File: src/rtl/atomic_mem_pkg.sv
package atomic_mem_pkg;
  typedef enum logic [1:0] {
    OP_LOAD  = 2'b00,
    OP_STORE = 2'b01,
    OP_TAS   = 2'b10,
    OP_CAS   = 2'b11
  } mem_op_e;
endpackage

File: src/rtl/rr_arbiter.sv
module rr_arbiter #(
  parameter int NUM_PORTS = 3,
  localparam int PW = (NUM_PORTS > 1) ? $clog2(NUM_PORTS) : 1
) (
  input  logic                 clk,
  input  logic                 rst_n,
  input  logic [NUM_PORTS-1:0] req,
  output logic [NUM_PORTS-1:0] gnt,
  output logic [PW-1:0]        gnt_idx,
  output logic                 gnt_any
);
  logic [PW-1:0] ptr_q, ptr_d;
  logic          armed_q;

  always_comb begin
    gnt     = '0;
    gnt_idx = '0;
    gnt_any = 1'b0;
    for (int k = 0; k < NUM_PORTS; k++) begin
      int cand;
      cand = int'(ptr_q) + k;
      if (cand >= NUM_PORTS) cand = cand - NUM_PORTS;
      if (!gnt_any && req[cand]) begin
        gnt_any   = 1'b1;
        gnt[cand] = 1'b1;
        gnt_idx   = PW'(cand);
      end
    end
  end

  always_comb begin
    ptr_d = ptr_q;
    if (gnt_any) begin
      if (gnt_idx == PW'(NUM_PORTS - 1)) ptr_d = '0;
      else                               ptr_d = gnt_idx + 1'b1;
    end
  end

  always_ff @(posedge clk or negedge rst_n) begin
    if (!rst_n) begin
      ptr_q   <= '0;
      armed_q <= 1'b0;
    end else begin
      armed_q <= 1'b1;
      if (gnt_any) ptr_q <= ptr_d;
    end
  end

  assert_grant_onehot_R8: assert property (@(posedge clk) disable iff (!rst_n)
    $onehot0(gnt));
  assert_grant_to_requester_R8: assert property (@(posedge clk) disable iff (!rst_n)
    (gnt & ~req) == '0);

  for (genvar p = 0; p < NUM_PORTS; p++) begin : g_fair
    assert_rotate_R10: assert property (@(posedge clk) disable iff (!rst_n)
      (armed_q && $past(gnt[p]) && ((req & ~(NUM_PORTS'(1) << p)) != '0)) |-> !gnt[p]);
  end
endmodule

File: src/rtl/rmw_exec.sv
module rmw_exec
  import atomic_mem_pkg::*;
#(
  parameter int DATA_W = 32
) (
  input  mem_op_e           op,
  input  logic [DATA_W-1:0] old_word,
  input  logic [DATA_W-1:0] cmp_val,
  input  logic [DATA_W-1:0] new_val,
  output logic              wr_en,
  output logic [DATA_W-1:0] wr_word,
  output logic              ok
);
  always_comb begin
    wr_en   = 1'b0;
    wr_word = new_val;
    ok      = 1'b1;
    unique case (op)
      OP_LOAD: begin
        wr_en = 1'b0;
        ok    = 1'b1;
      end
      OP_STORE: begin
        wr_en = 1'b1;
        ok    = 1'b1;
      end
      OP_TAS: begin
        ok      = (old_word == '0);
        wr_en   = ok;
        wr_word = DATA_W'(1);
      end
      OP_CAS: begin
        ok    = (old_word == cmp_val);
        wr_en = ok;
      end
      default: begin
        wr_en = 1'b0;
        ok    = 1'b0;
      end
    endcase
  end
endmodule

File: src/rtl/word_store.sv
module word_store #(
  parameter int DATA_W = 32,
  parameter int DEPTH  = 16,
  localparam int ADDR_W = $clog2(DEPTH)
) (
  input  logic              clk,
  input  logic              rst_n,
  input  logic [ADDR_W-1:0] rd_addr,
  output logic [DATA_W-1:0] rd_data,
  input  logic              wr_en,
  input  logic [ADDR_W-1:0] wr_addr,
  input  logic [DATA_W-1:0] wr_data
);
  logic [DATA_W-1:0] mem [DEPTH];
  logic              armed_q;

  assign rd_data = mem[rd_addr];

  always_ff @(posedge clk) begin
    if (wr_en) mem[wr_addr] <= wr_data;
  end

  always_ff @(posedge clk or negedge rst_n) begin
    if (!rst_n) armed_q <= 1'b0;
    else        armed_q <= 1'b1;
  end

  assert_write_lands_R11: assert property (@(posedge clk) disable iff (!rst_n)
    (armed_q && $past(wr_en)) |-> (mem[$past(wr_addr)] == $past(wr_data)));
endmodule

File: src/rtl/atomic_mem_unit.sv
module atomic_mem_unit
  import atomic_mem_pkg::*;
#(
  parameter int NUM_PORTS = 3,
  parameter int DATA_W    = 32,
  parameter int DEPTH     = 16,
  localparam int ADDR_W   = $clog2(DEPTH),
  localparam int PW       = (NUM_PORTS > 1) ? $clog2(NUM_PORTS) : 1
) (
  input  logic                        clk,
  input  logic                        rst_n,
  input  logic [NUM_PORTS-1:0]        req_valid,
  input  logic [2*NUM_PORTS-1:0]      req_op,
  input  logic [ADDR_W*NUM_PORTS-1:0] req_addr,
  input  logic [DATA_W*NUM_PORTS-1:0] req_cmp,
  input  logic [DATA_W*NUM_PORTS-1:0] req_wdata,
  output logic [NUM_PORTS-1:0]        req_grant,
  output logic [NUM_PORTS-1:0]        rsp_valid,
  output logic [DATA_W-1:0]           rsp_data,
  output logic                        rsp_ok
);
  logic [NUM_PORTS-1:0] gnt;
  logic [PW-1:0]        gnt_idx;
  logic                 gnt_any;
  mem_op_e              sel_op;
  logic [ADDR_W-1:0]    sel_addr;
  logic [DATA_W-1:0]    sel_cmp, sel_wdata, old_word, wr_word;
  logic                 exec_we, exec_ok, wr_en;

  logic [NUM_PORTS-1:0] rsp_valid_q, rsp_valid_d;
  logic [DATA_W-1:0]    rsp_data_q, rsp_data_d;
  logic                 rsp_ok_q, rsp_ok_d, armed_q;

  rr_arbiter #(.NUM_PORTS(NUM_PORTS)) u_arb (
    .clk(clk), .rst_n(rst_n), .req(req_valid),
    .gnt(gnt), .gnt_idx(gnt_idx), .gnt_any(gnt_any)
  );

  always_comb begin
    sel_op    = mem_op_e'(req_op[gnt_idx*2 +: 2]);
    sel_addr  = req_addr[gnt_idx*ADDR_W +: ADDR_W];
    sel_cmp   = req_cmp[gnt_idx*DATA_W +: DATA_W];
    sel_wdata = req_wdata[gnt_idx*DATA_W +: DATA_W];
  end

  rmw_exec #(.DATA_W(DATA_W)) u_exec (
    .op(sel_op), .old_word(old_word), .cmp_val(sel_cmp), .new_val(sel_wdata),
    .wr_en(exec_we), .wr_word(wr_word), .ok(exec_ok)
  );

  assign wr_en = gnt_any & exec_we;

  word_store #(.DATA_W(DATA_W), .DEPTH(DEPTH)) u_mem (
    .clk(clk), .rst_n(rst_n),
    .rd_addr(sel_addr), .rd_data(old_word),
    .wr_en(wr_en), .wr_addr(sel_addr), .wr_data(wr_word)
  );

  always_comb begin
    rsp_valid_d = gnt;
    rsp_data_d  = gnt_any ? old_word : rsp_data_q;
    rsp_ok_d    = gnt_any ? exec_ok  : rsp_ok_q;
  end

  always_ff @(posedge clk or negedge rst_n) begin
    if (!rst_n) begin
      rsp_valid_q <= '0;
      rsp_data_q  <= '0;
      rsp_ok_q    <= 1'b0;
      armed_q     <= 1'b0;
    end else begin
      armed_q     <= 1'b1;
      rsp_valid_q <= rsp_valid_d;
      if (gnt_any) begin
        rsp_data_q <= rsp_data_d;
        rsp_ok_q   <= rsp_ok_d;
      end
    end
  end

  assign req_grant = gnt;
  assign rsp_valid = rsp_valid_q;
  assign rsp_data  = rsp_data_q;
  assign rsp_ok    = rsp_ok_q;

  assert_rsp_follows_grant_R9: assert property (@(posedge clk) disable iff (!rst_n)
    armed_q |-> (rsp_valid == $past(req_grant)));
  assert_rsp_onehot_R9: assert property (@(posedge clk) disable iff (!rst_n)
    $onehot0(rsp_valid));
endmodule

File: config.mk
export PLATFORM = sky130hd
export DESIGN_NAME = atomic_mem_unit
export DESIGN_NICKNAME = d
export VERILOG_FILES = /design/src/rtl/atomic_mem_pkg.sv /design/src/rtl/rr_arbiter.sv /design/src/rtl/rmw_exec.sv /design/src/rtl/word_store.sv /design/src/rtl/atomic_mem_unit.sv
export SDC_FILE = /design/constraint.sdc
export NUM_CORES = 1
export LEC_CHECK = 0
export BUFFER_PORTS_ARGS = -buffer_cell sky130_fd_sc_hd__buf_2
export CAP_MARGIN = 20
export CORE_MARGIN = 2
export CORE_UTILIZATION = 25
export CTS_BUF_LIST = sky130_fd_sc_hd__clkbuf_2 sky130_fd_sc_hd__clkbuf_4 sky130_fd_sc_hd__clkbuf_8
export DETAILED_ROUTE_END_ITERATION = 8
export GPL_TIMING_DRIVEN = 1
export HOLD_SLACK_MARGIN = 0.06
export PLACE_DENSITY_LB_ADDON = 0.12
export SYNTH_ARGS = -nofsm -noshare
export SYNTH_HDL_FRONTEND = slang
export SYNTH_SLANG_ARGS = --single-unit
File: constraint.sdc
create_clock -name clk -period 7.6 [get_ports clk]
set_clock_uncertainty 0.05 [all_clocks]
set_input_delay 1.52 -clock clk [delete_from_list [all_inputs] [get_ports clk]]
set_output_delay 1.52 -clock clk [all_outputs]
set_load 0.005 [all_outputs]
After elaboration in Yosys (flattened, before gate mapping):

Memories as Yosys holds them, arrays and structs flattened.
Cells that the tools add are included.
Widths: inputs -> output; s select.

* register bits after elaboration: 38
* latch bits: 0
* bits in writable memories: 512
* bits in read-only memories: 0
* output and inout bits: 39
* logic and storage cells: 75
* memories kept: 1

* add/subtract/negate cells: 6
* multipliers: 0
* div/mod/pow operators: 0
* $lt $le $gt $ge: 9
* equal/unequal tests: 5
* shift operators: 4
* muxes and demuxes: 33
* bitwise logic cells: 3
* reduce and logical (&&, ||, !) cells: 10

Memory list
* u_mem.mem: words 16, width 32, rd ports 1, clocked after memory_dff 0, write ports 1, RTL line word_store.sv:14 `logic [DATA_W-1:0] mem [DEPTH];`

Operators by type and width (number)
* $shiftx 96x8->32: 2
* $mux 32: 4
* $ge 32x1->1 const B: 3
* $lt 32x4->1 const B: 3
* $ge 32x3->1 const B: 2
* $sub 32x3->32 const B: 2
* $eq 32x32->1: 1
* $logic_not 32->1: 1
* $mux 1: 14
* $shiftx 12x5->4: 1
* $mux 3: 3
* $mux 2: 4
* $bmux 1 s2: 3
* $demux 1 s2: 3
* $eq 2x2->1 const B: 3
* $or 3x3->3: 2
* $shiftx 6x4->2: 1
* $logic_and 1x1->1: 5
* $pmux 1 s4: 1
* $add 2x1->3 const B: 1
* $add 2x2->3 const B: 1
* $pmux 1 s3: 1
* $sub 2x2->3 const B: 1
* $add 2x1->2 const B: 1
* other kinds (6): 7

Depth between registers and ports, before layout:

An unclocked memory read counts as a cell.

* depth in word-level cells: 19
* gate-level depth with buffers: 25
* mapped depth without buffers: 16

Cells and area by module:

From an unflattened synthesis, not the netlist that was laid out.

* cells, all modules: 1189
* area, all modules: 23670.2 um^2

By module, submodules not included
* word_store: instances 1, cells an instance 806, area each 19213.4 um^2, sequential area each 15374.7 um^2
* atomic_mem_unit: instances 1, cells an instance 239, area each 3375.7 um^2, sequential area each 900.9 um^2
* rmw_exec: instances 1, cells an instance 95, area each 668.1 um^2, sequential area each 0.0 um^2
* rr_arbiter: instances 1, cells an instance 49, area each 412.9 um^2, sequential area each 50.0 um^2

Least setup slack after synthesis:

OpenSTA, ideal clock, no wires.

* path type: input-to-reg
* from: in req_valid[1]
* to: mem u_mem.mem[10][0], enable pin
* arrival time: 6227 ps
* slack: 931 ps
* stages on the path: 20
* cells stage by stage: nor2b_1 > o32ai_4 > mux2i_1 > a22oi_1 > buf_4 > nand2_4 > buf_6 > buf_4 > buf_2 > buf_2 > buf_1 > nand2_1 > nand3_1 > a31oi_1 > nor4_1 > xnor2_1 > nand3_1 > o41ai_2 > buf_6 > and4_1

* word-level cells in the longest chain between the ends: 17

RTL lines
* start, declared: RTL line atomic_mem_unit.sv:12 `input logic [NUM_PORTS-1:0] req_valid,`
* $bmux 1 s2: RTL line rr_arbiter.sv:23 `if (!gnt_any && req[cand]) begin`
* $mux 1 (not written as such) (2 in series): RTL line rr_arbiter.sv:23
* $mux 1: RTL line rr_arbiter.sv:23
* $logic_not 1->1: RTL line rr_arbiter.sv:23
* $logic_and 1x1->1: RTL line rr_arbiter.sv:23
* $mux 1: RTL line rr_arbiter.sv:23
* $logic_not 1->1: RTL line rr_arbiter.sv:23
* $logic_and 1x1->1: RTL line rr_arbiter.sv:23
* $mux 2: RTL line rr_arbiter.sv:23
* $shiftx 12x5->4: RTL line atomic_mem_unit.sv:41 `sel_addr = req_addr[gnt_idx*ADDR_W +: ADDR_W];`
* $mem_v2 16x32
* $eq 32x32->1 or $logic_not 32->1 (tied branches): RTL line rmw_exec.sv:33, rmw_exec.sv:28
* $pmux 1 s4: RTL line rmw_exec.sv:18 `unique case (op)`
* $and 1x1->1: RTL line atomic_mem_unit.sv:51 `assign wr_en = gnt_any & exec_we;`
* $mux 1: RTL line word_store.sv:20 `if (wr_en) mem[wr_addr] <= wr_data;`
* $mux 1 (not written as such): RTL line word_store.sv:20
* end, declared: RTL line word_store.sv:14

Parallel ways exist; a longest one is shown, timed or not. The select of a mux whose other input is x is not followed.

Worst setup path after layout:

* from: reg u_arb.ptr_q[1]
* to: mem u_mem.mem[7][20], enable pin

* word-level cells in the longest chain between the ends: 19

RTL lines
* start, declared: RTL line rr_arbiter.sv:12 `logic [PW-1:0] ptr_q, ptr_d;`
* start signal, assigned: RTL line rr_arbiter.sv:45 `if (gnt_any) ptr_q <= ptr_d;`
* parallel branches: the longest is 19 deep, another holds $sub 32x3->32

Parallel ways; which one is timed is not known. The select of a mux whose other input is x is not followed.

==> flow_summary.json <==
{
  "wl_um": 100000,
  "place_congestion": 0.899,
  "critPathKind": "reg -> reg",
  "yosys_warnings": 0,
  "outcome": "finished clean",
  "clk_latency_ns": 0.71,
  "wl_met3_um": 6370,
  "track_usage": 0.194,
  "post_cts_buffers": 0,
  "place_hpwl_um": 67900,
  "slew-limit-headroom": 0.0829,
  "fp.dieW_um": 318,
  "maxCapViolations": 0,
  "arrival_ns": 7.29,
  "grt_max_degree": 73,
  "placed_cell_area_mm2": 0.0288,
  "rows": 115,
  "reg2reg_depth": 19,
  "report.final.slew_viol_count": 0,
  "syn_nets": 2157,
  "clock.fmax_mhz": 143,
  "antenna_found_initial": 7,
  "vias": 18500,
  "cts_resized": 0,
  "whs_ns": 0.431,
  "hold_buffers": 0,
  "wl_per_cell_um": 27.1,
  "cts_buffers": 96,
  "synthArstFlopShare": 0.0691,
  "period_minus_slack_ns": 6.99,
  "design_area_mm2": 0.0308,
  "critPathMaxFanout": 42,
  "viasPerCell": 5.00,
  "drc": 0,
  "finalSetupTns_ns": 0,
  "ant_nets": 0,
  "avgSynthCellArea_um2": 12.7,
  "drive_above_1_share": 0.273,
  "hold_class": "reg -> reg",
  "grt_pass1_vias": 18800,
  "path_clk_slew_ns": 0.06,
  "grt_pass1_wl_um": 143000,
  "grt_overflow": 0,
  "start_kind": "register",
  "setup_viol": 0,
  "cts_tree": "done",
  "drtIter0Drc": 1840,
  "hold_viol_final": 0,
  "syn2layout_area_growth_pct": 24.7,
  "synth.ff_latch_count": 550,
  "drt_pass1_iterations": 8,
  "cts-root-buf": "clkbuf_8",
  "synth_area_mm2": 0.0247,
  "worst_pin_slew_ns": 1.37,
  "die_height_um": 318,
  "maxUsedRoutingLayer": "met4",
  "met1Wirelength_um": 46900,
  "nNetsFinal": 2545,
  "synth.distinct_cells": 81,
  "synth_ff_type": "edfxtp_1",
  "dieArea_mm2": 0.101,
  "start_util": 0.252,
  "port_buffers": 253,
  "met2_length_um": 45100,
  "htreeDepth": 3,
  "cp-end-kind": "register",
  "ys_seq_area_frac": 0.661,
  "required_ns": 7.90,
  "synth-edff-count": 512,
  "fin_util": 0.314,
  "clock_path_buffers": 3,
  "cts_sinks": 550,
  "rsz0062_at_grt": "no",
  "pin_count": 254,
  "min_period_over_period": 0.919,
  "worstHoldPathCells": 2,
  "coreArea_mm2": 0.0981,
  "netlist_instances": 1938
}
## cells in the mapped netlist, types with 6 or more instances
master,instances,area share
inv_1,8,0.0012
or4_1,7,0.0021
and3_1,81,0.021
a211o_1,8,0.0028
clkbuf_1,68,0.010
a32o_1,10,0.0041
a21boi_0,7,0.0021
edfxtp_1,512,0.62
nand4_1,6,0.0015
a311oi_1,7,0.0025
xor2_1,17,0.0060
a22oi_1,24,0.0073
and2_1,7,0.0018
a31oi_1,20,0.0051
a211oi_1,94,0.029
o21ai_0,58,0.012
a32oi_1,23,0.0082
nor3_1,11,0.0022
a21oi_1,143,0.029
buf_2,42,0.0085
nor4_1,10,0.0025
mux2i_1,93,0.038
and4_1,18,0.0064
xnor2_1,13,0.0046
buf_1,13,0.0020
nand2_1,332,0.050
buf_4,8,0.0024
dfrtp_1,38,0.039
a222oi_1,6,0.0024
mux2_2,32,0.015
nand3_1,43,0.0087
a2111oi_0,10,0.0035
nor2_1,69,0.010
## placed cells by master (no fill, tap or decap), types with 8 or more instances in the layout
cell	n
clkinv_1	33
inv_1	8
a2111oi_0	10
and3_1	81
a21oi_1	143
clkbuf_4	17
a31oi_1	20
xnor2_1	13
a211o_1	8
nor2_1	57
clkinv_2	21
nand3_1	42
nor3_1	11
nor4_1	9
and4_2	16
clkbuf_8	97
mux2_2	32
a22oi_1	23
o21ai_0	58
buf_2	253
edfxtp_1	512
a32oi_1	23
xor2_1	17
a32o_1	10
dfrtp_1	38
buf_4	135
buf_12	34
nor2_2	10
nand2_1	330
a211oi_1	93
mux2i_1	93
## critical path, cell delays in order (launching register included)
cell and delay [ns]:
dfrtp_1 0.41, inv_1 0.09, ha_1 0.52, mux2_2 0.31, o32ai_4 0.10, buf_4 0.18, o32ai_4 0.46, buf_4 0.41
buf_4 0.66, mux2i_1 0.16, o21ai_0 0.61, o21ai_0 0.15, nor4_1 0.44, buf_4 0.20, o211ai_1 0.08, or4b_1 0.51
o41ai_2 0.35, buf_4 0.28, and4_2 0.30, buf_12 0.26
## cells by family after synthesis
group                      after synthesis  synth area share
xor gates and xnor gates                30            0.0106
AOI/OAI and AO/OA                      469             0.130
and+or+nand+nor                        615             0.117
DFF                                    550             0.661
muxes                                  127            0.0533
adders and majority gates                4           0.00203
buffers and inverters                  143            0.0263
## stage by stage
| step | setup WS [ns] | instances |
|---|---|---|
| 3_5_place_dp | -0.00811 | 3510 |
| 5_1_grt | 0.205 | 3696 |
| 3_3_place_gp | 0.0994 | 3507 |
| 6_report | 0.612 | 3699 |
| 4_1_cts | 0.628 | 3690 |
| 2_1_floorplan | 0.931 | 1938 |
## path summary, 6_finish.rpt
kind / slack (ns) / to / start
min in group asynchronous: 0.90 / rsp_data[17]$_DFFE_PN0P_ / rst_n
worst min register to register: 0.43 / rsp_data[27]$_DFFE_PN0P_ / rsp_data[27]$_DFFE_PN0P_
worst max register to register: 0.61 / u_mem.mem[7][20]$_DFFE_PP_ / u_arb.ptr_q[1]$_DFFE_PN0P_
worst max-delay path: 0.61 / u_mem.mem[7][20]$_DFFE_PP_ / u_arb.ptr_q[1]$_DFFE_PN0P_
max in group asynchronous: 6.01 / rsp_data[3]$_DFFE_PN0P_ / rst_n
worst min-delay path: 0.43 / rsp_data[27]$_DFFE_PN0P_ / rsp_data[27]$_DFFE_PN0P_
## layer usage
layer	vias to the layer above	GRT usage
met5	-	0
met4	0	0.0445
met3	104	0.0265
met2	744	0.306
met1	9377	0.282
li1	8277	-
## area by class of cell
type	instances	area, um2
inverter	8	30.0
clock inverter	66	480
clock buffer	114	1460
tap	1287	1610
multi-input combinational	1245	7840
timing repair buffer	425	3030
sequential	550	16300
antenna	4	10.0
fill	9930	67300
## sequential cells by signal (all words and copies together), names as in the netlist
| signal | count |
|---|---|
| rsp_data | 32 |
| u_mem.mem | 512 |
| rsp_ok | 1 |
| u_arb.ptr_q | 2 |
| rsp_valid | 3 |
Power is not shown: default switching activity piles up to over one toggle a cycle in this logic, so the estimate is an artifact.
